===== config.mk =====
export PLATFORM = sky130hd
export DESIGN_NAME = serdisp_tx
export DESIGN_NICKNAME = d
export VERILOG_FILES = /design/src/rtl/serdisp_pkg.sv /design/src/rtl/serdisp_tick.sv /design/src/rtl/serdisp_shift.sv /design/src/rtl/serdisp_tx.sv
export SDC_FILE = /design/constraint.sdc
export NUM_CORES = 1
export LEC_CHECK = 0
export BUFFER_PORTS_ARGS = -buffer_cell sky130_fd_sc_hd__buf_2
export CAP_MARGIN = 20
export CORE_MARGIN = 2
export CORE_UTILIZATION = 41
export DETAILED_ROUTE_END_ITERATION = 8
export GPL_TIMING_DRIVEN = 0
export SETUP_SLACK_MARGIN = 0.2
export SLEW_MARGIN = 30
export SYNTH_ARGS = -nofsm -noshare
export SYNTH_HDL_FRONTEND = slang
export SYNTH_SLANG_ARGS = --single-unit

===== constraint.sdc =====
create_clock -name clk -period 1.9 [get_ports clk]
set_clock_uncertainty 0.05 [all_clocks]
set_input_delay 0.095 -clock clk [delete_from_list [all_inputs] [get_ports clk]]
set_output_delay 0.095 -clock clk [all_outputs]
set_load 0.01 [all_outputs]

===== src/rtl/serdisp_pkg.sv =====
// Shared types for the serial display transmitter.
package serdisp_pkg;
    typedef enum logic [1:0] {
        SD_IDLE  = 2'd0,
        SD_FETCH = 2'd1,
        SD_LOW   = 2'd2,
        SD_HIGH  = 2'd3
    } sd_state_t;
endpackage


===== src/rtl/serdisp_tick.sv =====
// Half-period timer. While run is high it raises tick on every DIV-th cycle.
// It restarts from zero after each tick, and it holds at zero while run is low.
// Assumes DIV >= 1.
module serdisp_tick #(
    parameter int DIV = 4
) (
    input  logic clk,
    input  logic rst_n,
    input  logic run,
    output logic tick
);
    localparam int W = (DIV > 1) ? $clog2(DIV) : 1;

    logic [W-1:0] cnt;

    assign tick = run && (cnt == W'(DIV - 1));

    // Count the cycles of the current phase.
    always_ff @(posedge clk) begin
        if (!rst_n || !run) begin
            cnt <= '0;
        end else if (tick) begin
            cnt <= '0;
        end else begin
            cnt <= cnt + W'(1);
        end
    end
endmodule


===== src/rtl/serdisp_shift.sv =====
// Byte shifter. load captures a new byte. Each shift moves it one place toward the MSB.
// next_bit is the bit that goes out after the next shift, and last marks the final bit.
// Assumes that load and shift are never high together.
module serdisp_shift #(
    parameter int W = 8
) (
    input  logic         clk,
    input  logic         rst_n,
    input  logic         load,
    input  logic         shift,
    input  logic [W-1:0] din,
    output logic         next_bit,
    output logic         last
);
    localparam int IW = $clog2(W);

    logic [W-1:0]  shreg;
    logic [IW-1:0] idx;

    assign next_bit = shreg[W-2];
    assign last     = (idx == IW'(W - 1));

    // Hold the byte being sent and count the bits already sent.
    always_ff @(posedge clk) begin
        if (!rst_n) begin
            shreg <= '0;
            idx   <= '0;
        end else if (load) begin
            shreg <= din;
            idx   <= '0;
        end else if (shift) begin
            shreg <= {shreg[W-2:0], 1'b0};
            idx   <= idx + IW'(1);
        end
    end
endmodule


===== src/rtl/serdisp_tx.sv =====
// Four-wire serial display transmitter.
// It sends one command byte (register select 0) or a burst of data bytes
// (register select 1), MSB first. Bytes come from a valid/ready input.
// The serial clock idles high and each half-period lasts CLK_DIV cycles.
// Assumes CLK_DIV >= 1 and BYTE_W >= 2.
module serdisp_tx #(
    parameter int CLK_DIV = 4,
    parameter int BYTE_W  = 8,
    parameter int CNT_W   = 8
) (
    input  logic              clk,
    input  logic              rst_n,
    input  logic              start,
    input  logic              is_data,
    input  logic [CNT_W-1:0]  byte_count,
    input  logic [BYTE_W-1:0] din,
    input  logic              din_valid,
    output logic              din_ready,
    output logic              busy,
    output logic              done,
    output logic              dsp_csn,
    output logic              dsp_rs,
    output logic              dsp_sck,
    output logic              dsp_sdo
);
    import serdisp_pkg::*;

    sd_state_t        state;
    logic [CNT_W-1:0] remain;
    logic             csn_q, rs_q, sck_q, sdo_q, done_q;
    logic             tick, next_bit, last_bit;
    logic             phase_run, take_byte, shift_bit;

    assign phase_run = (state == SD_LOW) || (state == SD_HIGH);
    assign take_byte = (state == SD_FETCH) && din_valid;
    assign shift_bit = (state == SD_HIGH) && tick && !last_bit;

    serdisp_tick #(.DIV(CLK_DIV)) u_tick (
        .clk  (clk),
        .rst_n(rst_n),
        .run  (phase_run),
        .tick (tick)
    );

    serdisp_shift #(.W(BYTE_W)) u_shift (
        .clk     (clk),
        .rst_n   (rst_n),
        .load    (take_byte),
        .shift   (shift_bit),
        .din     (din),
        .next_bit(next_bit),
        .last    (last_bit)
    );

    // Sequence the transfer and drive the four registered lines.
    always_ff @(posedge clk) begin
        if (!rst_n) begin
            state  <= SD_IDLE;
            remain <= '0;
            csn_q  <= 1'b1;
            rs_q   <= 1'b1;
            sck_q  <= 1'b1;
            sdo_q  <= 1'b1;
            done_q <= 1'b0;
        end else begin
            done_q <= 1'b0;
            unique case (state)
                SD_IDLE: begin
                    if (start && (!is_data || byte_count != '0)) begin
                        remain <= is_data ? byte_count : CNT_W'(1);
                        csn_q  <= 1'b0;
                        rs_q   <= is_data;
                        sck_q  <= 1'b0;
                        sdo_q  <= 1'b1;
                        state  <= SD_FETCH;
                    end
                end
                SD_FETCH: begin
                    if (din_valid) begin
                        sdo_q <= din[BYTE_W-1];
                        state <= SD_LOW;
                    end
                end
                SD_LOW: begin
                    if (tick) begin
                        sck_q <= 1'b1;
                        state <= SD_HIGH;
                    end
                end
                SD_HIGH: begin
                    if (tick) begin
                        if (!last_bit) begin
                            sck_q <= 1'b0;
                            sdo_q <= next_bit;
                            state <= SD_LOW;
                        end else if (remain != CNT_W'(1)) begin
                            remain <= remain - CNT_W'(1);
                            sck_q  <= 1'b0;
                            state  <= SD_FETCH;
                        end else begin
                            csn_q  <= 1'b1;
                            rs_q   <= 1'b1;
                            sck_q  <= 1'b1;
                            sdo_q  <= 1'b1;
                            done_q <= 1'b1;
                            state  <= SD_IDLE;
                        end
                    end
                end
                default: state <= SD_IDLE;
            endcase
        end
    end

    assign din_ready = (state == SD_FETCH);
    assign busy      = (state != SD_IDLE);
    assign done      = done_q;
    assign dsp_csn   = csn_q;
    assign dsp_rs    = rs_q;
    assign dsp_sck   = sck_q;
    assign dsp_sdo   = sdo_q;
endmodule


==> metrics <==
status=finished, final reports clean; Synth Warn #=0; Yosys cell types=42; Final GP Congestion=0.825; actual transition at the worst max-transition pin=462 ps; leakage=0.908 nW; fin crit period=around 1800 ps; WL final=approximately 4100 um; Worst R2R End=remain[6]; worst min path class=input port to flop; clock buffer count from CTS=3; reg2reg start=remain[2]; hold depth=3; GR Overflow Total=0; diodes inserted=0; crit path DAT=2010 ps; fin nets=260; pwr/cell area=roughly 700 mW/mm^2; Yosys top cell by area=dfxtp_1; num ports=28; # DRC=0; unrepaired setup endpoints after global routing=yes; Post-Synthesis Net Count=203; main area contributors after synthesis=dfxtp_1, mux2i_1, a21oi_1; hold_sp=byte_count[4]; die height=64.0 um; htree depth=1; fraction of registers with async set/reset=0%; crit end category=flop; final setup fails=0; Routed Antenna Nets=0; Finished Layout Cells=279; first-pass GRT wire length=~6700 um; count leader, synth=dfxtp_1; startpoint types=flop; initial antenna violation count=0; HPWL Detailed=2620 um; Worst-Skew Late Latency=320 ps; synth cell count leaders=dfxtp_1, nand2_1, nor2_1; Pwr Total=1.40 mW; Syn Area/Cell=8.33 sq um; area fraction of the dominant cell type after synthesis=between 30% and 40%; Final Cell Area=between 0.002 and 0.0025 sq mm; vias in the first global route=around 1500; initial DRC count=114; Max FO, Critical Path=5; Via Count=1557; Req. time, crit path=2110 ps; Worst-path clk slew=140 ps; Port Buffer Count=25; Cells after Synth=177; Num Clock Sinks=27; setup TNS=0 ps; synthesis-stage register bit count=27; final core utilization=60.5%; Die Wd=64.0 um; TritonCTS clock tree=built; Reg2Reg Setup Slack=approximately 100 ps; number of flops mapped to enable cells by yosys=0; Pre-antenna DRT Iters=4; Final Hold Viols=0; Hold Path End=remain[4]; max_cap viols=0; WL/cell=14.6 um; core area=between 0.003 and 0.004 sq mm; VDD IR-drop max=0.000305 V; crit path kind=flop to flop; Mapped Area=between 0.001 and 0.0015 sq mm; Reg2Reg Depth=5; period utilization=94.7%; post-synthesis sequential area ratio=36.7%; max-slew violations=0; most used flip-flop cell after synthesis=dfxtp_1; Slew headroom=69.2%; placed inst area=0.00166 sq mm; area grow syn2layout=39.1%; Cells after DPL=248; GRT Total Usage=roughly a fifth; # fillers=290; largest net degree at the start of global routing=16; layout cell share with drive strength beyond 1=37.8%; effective utilization at floorplan=43.5%; clock root buffer=clkbuf_4; die area=0.00409 sq mm; Rows=21; via/cell ratio=5.58; Max Freq=556 MHz; Max Root-Sink Buffers=2
==> worst max-delay path by stage <==
stage / start / endpoint / slack, ps
finish: remain[2] / remain[6] / 100
global route: remain[2] / remain[6] / 60
CTS: remain[2] / remain[6] / 130
detailed placement: state[0] / remain[7] / -20
global placement: state[0] / dsp_rs / -30
floorplan: remain[2] / remain[6] / 190
==> layout by cell type (no fill, tap or decap), types with 3 or more instances in the layout <==
cell type / n
nand2_1: 16
nor3_1: 4
dfxtp_1: 19
a211oi_1: 8
buf_6: 3
clkbuf_2: 3
mux2i_1: 8
ha_1: 3
dfxtp_4: 4
dfxtp_2: 4
a31oi_1: 4
o21ai_0: 9
xor2_1: 4
clkbuf_4: 4
nand3_1: 8
nor2_1: 12
a21o_1: 3
inv_1: 4
dlygate4sd3_1: 10
a21oi_1: 10
inv_2: 3
a21oi_2: 3
buf_4: 18
buf_2: 26
==> stage by stage <==
step / hold WS (ps) / worst slack (ps)
finish: 2.40 / 100
global route: 2.05 / 60.2
CTS: 5.04 / 125
detailed placement: 313 / -19.6
global placement: 307 / -28.3
floorplan: 193 / 191
==> layout make-up <==
cell class | instances | area [sq um] | area share (%)
clock buffer | 3 | 22.5 | 1.10
tap | 46 | 57.6 | 2.81
clock inverter | 1 | 5.00 | 0.244
sequential | 27 | 561 | 27.3
inverter | 8 | 30.0 | 1.46
timing repair buffer | 52 | 350 | 17.1
buffer | 11 | 78.8 | 3.84
multi-input combinational | 131 | 946 | 46.1
==> what timing repair did <==
action                                  CTS  global route
endpoints found under the hold margin     8             0
resized for setup                        24            25
hold buffers                             10             0
gates cloned                              0             1
pin swaps                                 8             3
endpoints found under the setup margin   21            21
setup buffers                            11             5
==> power breakdown <==
part,internal [mW],switching (mW),total [mW]
Combinational,0.246,0.245,0.490
Clock,0.0789,0.169,0.248
Sequential,0.617,0.0481,0.665
Total,0.942,0.462,1.40
==> registers in the layout (all words and copies together) (netlist names) <==
signal and flops:
done 1, dsp_csn 1, dsp_rs 1, dsp_sck 1, dsp_sdo 1, remain 8, state 2, u_shift.idx 3
u_shift.shreg 7, u_tick.cnt 2
==> kinds of logic after synthesis <==
| group | Yosys count | synth area share (%) |
|---|---|---|
| compound gates | 54 | 24.8 |
| fa+ha+maj | 5 | 4.24 |
| xor+xnor | 5 | 2.97 |
| flops | 27 | 36.7 |
| simple gates | 59 | 20.0 |
| buf+inv | 19 | 5.86 |
| mux | 8 | 5.43 |
==> worst max-delay path, cell delays in order, from the launching register on <==
cell,delay (ps)
dfxtp_4,390
or4_4,560
or3_1,350
a21oi_2,120
a31oi_1,60
a211oi_2,200
==> metal layers <==
layer	up-vias	routed length [um]	track usage, %
met3	13	241	2.46
met2	64	1950	34.6
met5	-	0	0
li1	765	-	-
met4	0	96	6.25
met1	715	1780	25.4
Power figures use the tool's default switching activity.
